**src/rtl/ovl_pkg.sv**
```systemverilog
package ovl_pkg;

    localparam int ADDR_W = 16;

    // one field per target; at most one is set in a valid cycle
    typedef struct packed {
        logic ram;
        logic rom;
        logic win;
    } sel_t;

    localparam sel_t SEL_NONE = '{ram: 1'b0, rom: 1'b0, win: 1'b0};

    // true when the address falls inside an aligned block of 2**lg bytes at base
    function automatic logic in_block(input logic [ADDR_W-1:0] a,
                                      input logic [ADDR_W-1:0] base,
                                      input int unsigned lg);
        return (a >> lg) == (base >> lg);
    endfunction

endpackage

```
**src/rtl/ovl_win_decode.sv**
```systemverilog
module ovl_win_decode
    import ovl_pkg::*;
#(
    parameter logic [ADDR_W-1:0] WIN_BASE = 16'hFEF8,
    parameter int unsigned       WIN_LG   = 3
) (
    input  logic [ADDR_W-1:0] addr,
    output logic              hit
);
    always_comb hit = in_block(addr, WIN_BASE, WIN_LG);
endmodule

```
**src/rtl/ovl_flag.sv**
```systemverilog
module ovl_flag (
    input  logic clk,
    input  logic rst,
    input  logic clr_req,
    output logic ovl_on
);
    always_ff @(posedge clk) begin
        if (rst)
            ovl_on <= 1'b1;
        else if (clr_req)
            ovl_on <= 1'b0;
    end

    logic past_ok;
    always_ff @(posedge clk) past_ok <= 1'b1;


    clr_takes_chk: assert property (@(posedge clk) disable iff (rst)
        past_ok && $past(clr_req) && !$past(rst) |-> !ovl_on);


    hold_chk: assert property (@(posedge clk) disable iff (rst)
        past_ok && !$past(rst) && !$past(clr_req) |-> $stable(ovl_on));


    reset_sets_chk: assert property (@(posedge clk)
        past_ok && $past(rst) |-> ovl_on);
endmodule

```
**src/rtl/ovl_sel.sv**
```systemverilog
module ovl_sel
    import ovl_pkg::*;
(
    input  logic clk,
    input  logic rst,
    input  logic upper,
    input  logic rd,
    input  logic vld,
    input  logic win_hit,
    input  logic ovl_on,
    output sel_t sel
);
    always_comb begin
        sel = SEL_NONE;
        if (vld) begin
            if (win_hit)
                sel.win = 1'b1;
            else if (rd && upper && ovl_on)
                sel.rom = 1'b1;
            else
                sel.ram = 1'b1;
        end
    end


    one_target_chk: assert property (@(posedge clk) disable iff (rst)
        vld |-> $countones(sel) == 1);


    idle_quiet_chk: assert property (@(posedge clk) disable iff (rst)
        !vld |-> sel == SEL_NONE);


    rom_only_read_chk: assert property (@(posedge clk) disable iff (rst)
        sel.rom |-> rd && upper && ovl_on);


    low_read_ram_chk: assert property (@(posedge clk) disable iff (rst)
        vld && rd && !upper |-> sel.ram);
endmodule

```
**src/rtl/boot_overlay_decoder.sv**
```systemverilog
module boot_overlay_decoder
    import ovl_pkg::*;
#(
    parameter logic [ADDR_W-1:0] WIN_BASE = 16'hFEF8,
    parameter int unsigned       WIN_LG   = 3
) (
    input  logic              clk,
    input  logic              rst,
    input  logic [ADDR_W-1:0] addr,
    input  logic              rd_nwr,
    input  logic              cyc_vld,
    output logic              ram_sel,
    output logic              rom_oe,
    output logic              win_sel
);
    localparam int          MSB      = ADDR_W - 1;
    localparam int unsigned WIN_SIZE = 1 << WIN_LG;

    logic win_hit;
    logic ovl_on;
    sel_t sel;

    ovl_win_decode #(.WIN_BASE(WIN_BASE), .WIN_LG(WIN_LG)) u_win (
        .addr (addr),
        .hit  (win_hit)
    );

    ovl_flag u_flag (
        .clk     (clk),
        .rst     (rst),
        .clr_req (cyc_vld && win_hit),
        .ovl_on  (ovl_on)
    );

    ovl_sel u_sel (
        .clk     (clk),
        .rst     (rst),
        .upper   (addr[MSB]),
        .rd      (rd_nwr),
        .vld     (cyc_vld),
        .win_hit (win_hit),
        .ovl_on  (ovl_on),
        .sel     (sel)
    );

    assign ram_sel = sel.ram;
    assign rom_oe  = sel.rom;
    assign win_sel = sel.win;


    win_range_chk: assert property (@(posedge clk) disable iff (rst)
        win_sel |-> addr >= WIN_BASE && {1'b0, addr} < {1'b0, WIN_BASE} + WIN_SIZE);


    win_excl_chk: assert property (@(posedge clk) disable iff (rst)
        win_sel |-> !ram_sel && !rom_oe);
endmodule

```
**config.mk**
```make
export PLATFORM = sky130hd
export DESIGN_NAME = boot_overlay_decoder
export DESIGN_NICKNAME = d
export VERILOG_FILES = /design/src/rtl/ovl_pkg.sv /design/src/rtl/ovl_win_decode.sv /design/src/rtl/ovl_flag.sv /design/src/rtl/ovl_sel.sv /design/src/rtl/boot_overlay_decoder.sv
export SDC_FILE = /design/constraint.sdc
export NUM_CORES = 1
export LEC_CHECK = 0
export ABC_AREA = 1
export BUFFER_PORTS_ARGS = -buffer_cell sky130_fd_sc_hd__clkbuf_2
export CAP_MARGIN = 10
export CORE_AREA = 2 2 39 41
export CTS_BUF_LIST = sky130_fd_sc_hd__clkbuf_4
export DETAILED_ROUTE_END_ITERATION = 10
export DIE_AREA = 0 0 41 43
export PLACE_DENSITY = 0.48
export SKIP_CTS_REPAIR_TIMING = 1
export SYNTH_ARGS = -nofsm -noshare
export SYNTH_HDL_FRONTEND = slang
export SYNTH_SLANG_ARGS = --single-unit
```
**constraint.sdc**
```tcl
create_clock -name clk -period 1.3 [get_ports clk]
set_input_delay 0.26 -clock clk [delete_from_list [all_inputs] [get_ports clk]]
set_output_delay 0.26 -clock clk [all_outputs]
set_load 0.01 [all_outputs]
```
== Yosys cells after proc, flatten, opt, wreduce, memory -nomap -nowiden ==
Cells that the tools add are included.
Storage, ports and cells
  register bits: 1
  bits in latches: 0
  memory bits (writable): 0
  ROM bits: 0
  output and inout port bits: 3
  word-level logic and storage cells: 10
  memories: 0
Operators by class
  add/subtract/negate cells: 0
  multipliers: 0
  div/mod/pow operators: 0
  magnitude comparators: 0
  equality and inequality tests: 1
  shift-type cells: 0
  muxes and demuxes: 5
  bitwise logic cells: 0
  reduce and logical (&&, ||, !) cells: 3
Operators by type and width (number)
  $eq 13x13->1 const B: 1
  $logic_and 1x1->1: 3
  $mux 1: 3
  $mux 3: 1
  $mux 2: 1

== Longest topological paths before layout ==
  depth in word-level cells: 5
  depth in mapped cells: 6
  gate-level depth less buffers: 6

== Modules after synthesis ==
Synthesis repeated with hierarchy kept, for this count alone.
Unflattened totals
  cell total of the unflattened synthesis: 32
  area total of the unflattened synthesis: 143.9 um^2
Modules (own cells, without submodules)
  ovl_win_decode: times used 1, cells each 15, area an instance 57.6 um^2, seq. area each 0.0 um^2
  ovl_sel: times used 1, cells each 10, area an instance 43.8 um^2, seq. area each 0.0 um^2
  ovl_flag: times used 1, cells each 5, area an instance 35.0 um^2, seq. area each 20.0 um^2
  boot_overlay_decoder: times used 1, cells each 2, area an instance 7.5 um^2, seq. area each 0.0 um^2

== Worst setup path before layout ==
No wires, ideal clock.
  path type: input-to-output
  start point: input addr[8]
  end point: output ram_sel
  arrival: 0.670 ns
  setup slack: 0.370 ns
  stages on the path: 6
  buffers on the path: 0
  cell sequence: inv_1 nand2_1 nor2_1 nand2_1 nand2_1 nor2_1
Between the ends
  longest elaborated chain between the ends: 3
RTL lines
  start: declaration: RTL line boot_overlay_decoder.sv:9  | input logic [ADDR_W-1:0] addr,
  $eq 13x13->1: RTL line ovl_pkg.sv:18  | return (a >> lg) == (base >> lg);
  $mux 2: RTL line ovl_sel.sv:16  | if (win_hit)
  $mux 3: RTL line ovl_sel.sv:15  | if (vld) begin
  end: declaration: RTL line boot_overlay_decoder.sv:12  | output logic ram_sel,
No other way between the ends.

== Worst setup path after layout ==
  start point: input addr[15]
  end point: output rom_oe
Between the ends
  longest elaborated chain between the ends: 5
  elaborated cells between the ends (all ways): 6
RTL lines
  parallel branches: the longest is 3 deep, another holds $eq 13x13->1
  $mux 2 (*): RTL line ovl_sel.sv:16
  $mux 3 (*): RTL line ovl_sel.sv:15
  end: declaration: RTL line boot_overlay_decoder.sv:13  | output logic rom_oe,
Every way passes the cells marked *.

==> metrics.md <==
| Metric | Value |
|---|---|
| Max FFs per register | 1 |
| Setup TNS Final | 0 ns |
| Max-slew headroom | 0.9433 |
| Vias per cell | 3.587 |
| Largest cells by area after synthesis | nand2_1 25%, nor2_1 23%, dfxtp_1 15% |
| Worst Hold Class | flip-flop to flip-flop |
| Io pins | 23 |
| HPWL after DPL | between 400 and 500 um |
| Layout Nets | slightly below 70 |
| Worst skew pair latency | 0 ns |
| Max Clock Freq | between 800 and 900 MHz |
| Post-synth cell types | 6 |
| Antenna cells | 0 |
| Min Tclk post-route | about 1.1 ns |
| DR WL met2 | 230 um |
| Worst slew pin tran | about 0.085 ns |
| Gr usage total | 0.04905 |
| Final GP Congestion | 0.6063 |
| Yosys warning count | 0 |
| Period utilization | 0.8641 |
| Top cells by count, synth | 9 x nand2_1, 8 x nor2_1, 4 x inv_1, 3 x nand3_1, 3 x nand4_1 |
| Die Height | between 40 and 50 um |
| Hold Fails Final Rpt | 0 |
| Mapped Avg Cell Area | between 4 and 5 um2 |
| Vias in the first global route | 205 |
| CP required | approximately 1.0 ns |
| Met1 WL | 133 um |
| Max-cap violation count | 0 |
| Pin count of the biggest net entering global routing | 4 |
| Cell area after synthesis | 132.6 um2 |
| Row Count | 14 |
| Post-Synthesis Cells | 28 |
| DR iter-0 viols | 0 |
| Die area | about 1800 um2 |
| Ys flop type | dfxtp_1 |
| Status | finished clean |
| Initial antenna violation count | 0 |
| Setup ws final | about 0.18 ns |
| Top Metal Used | met3 |
| Top Registers | u_flag.ovl_on x1 |
| Largest area contributor in the netlist | nand2_1 |
| WL/cell | 6.476 um |
| Reg with most FFs | u_flag.ovl_on |
| Met3 wire length | about 43 um |
| Worst EP arrival | 0.86 ns |
| Sequential share of the synthesized area | 0.1509 |
| Layout Cells excl Fill | 63 |
| First-pass GRT wire length | roughly 660 um |
| Syn nets | 48 |
| Critical path launch point type | input pin |
| Max-slew violations | 0 |
| Clock-pin transition on the worst setup and hold timing paths | 0 ns |
| Critical setup path kind | input pin to output pin |
| CP max FO | 3 |
| Synth Register Bits | 1 |
| TritonRoute pass-1 iters | 1 |
| RSZ-0062 raised after global routing | false |
| Die width | 41 um |
| DR vias | ~230 |
| Placed instance count | 63 |
| Leak | 0.1527 nW |
| Post-route ant nets | 0 |
| Top-count cell post-synth | nand2_1 |
| Starting Density | 0.09584 |
| Post-synth EDFFs | 0 |
| Setup violators final | 0 |
| Share of cells above drive strength 1 | 0.4043 |
| Port bufs | 19 |
| Clock Skews | 0 ns |
| Area grow syn2layout | 86.79% |
| Pwr dens | between 300 and 400 nW/um2 |
| Async set-or-reset flop fraction in the synthesized netlist | 0 |
| CP endpoint kind | output pin |
| DRC Markers | 0 |
| Peak supply drop | between 100 and 150 uV |
| Total wire length | just over 400 um |
| Share of the synthesized area in the top cell type | 0.2547 |
| Overflow left after global routing | 0 |
| Worst slack at placement | around 0.15 ns |
| Core box area | about 1400 um2 |
[placed cells by master (no fill, tap or decap)]
master    instances
dfxtp_1           1
nand3_1           3
nand2_1           9
inv_1             4
clkbuf_2         19
nand4_1           3
nor2_1            8
[stage by stage]
stage	cell area (um2)	total power, mW	util	hold WS, ns
2_1_floorplan	132.6	0.04602	-	0.3518
3_3_place_gp	247.7	0.07876	0.1790	0.4390
3_5_place_dp	247.7	0.07934	0.1790	0.4449
4_1_cts	247.7	0.07947	0.1790	0.4449
5_1_grt	247.7	0.08536	0.1790	0.4664
6_report	247.7	0.07828	0.1790	0.4391
[critical path: stages]
cell	delay [ns]
clkbuf_2	0.11
nand4_1	0.09
nor2_1	0.10
nand2_1	0.07
nand2_1	0.08
nor2_1	0.04
clkbuf_2	0.12
[power by group]
part           internal [mW]  switching, mW
logic                 0.0252         0.0217
registers             0.0313     0.00000149
clock network              0              0
[worst paths after layout]
kind	endpoint	cells past startpoint	start	slack [ns]
max	rom_oe	7	addr[15]	0.18
min	u_flag.ovl_on	2	u_flag.ovl_on	0.44
max reg2reg	u_flag.ovl_on	2	u_flag.ovl_on	0.80
min reg2reg	u_flag.ovl_on	2	u_flag.ovl_on	0.44
[routing by layer]
| layer | vias to the layer above | global-route usage |
|---|---|---|
| met5 | - | 0 |
| met4 | 0 | 0 |
| met3 | 0 | 0.005236 |
| met2 | 8 | 0.1063 |
| met1 | 91 | 0.04459 |
| li1 | 127 | - |
[area by class of cell]
type	count	area [um2]
multi-input combinational	23	97.59
fill	179	1136
timing repair buffer	19	95.09
tap	16	20.02
sequential	1	20.02
inverter	4	15.01
[logic make-up after synthesis]
kind of cell           synth area share
flip-flops                       0.1509
buffers and inverters            0.1132
AND/OR/NAND/NOR                  0.7358
(Power assumes the default switching activity.)
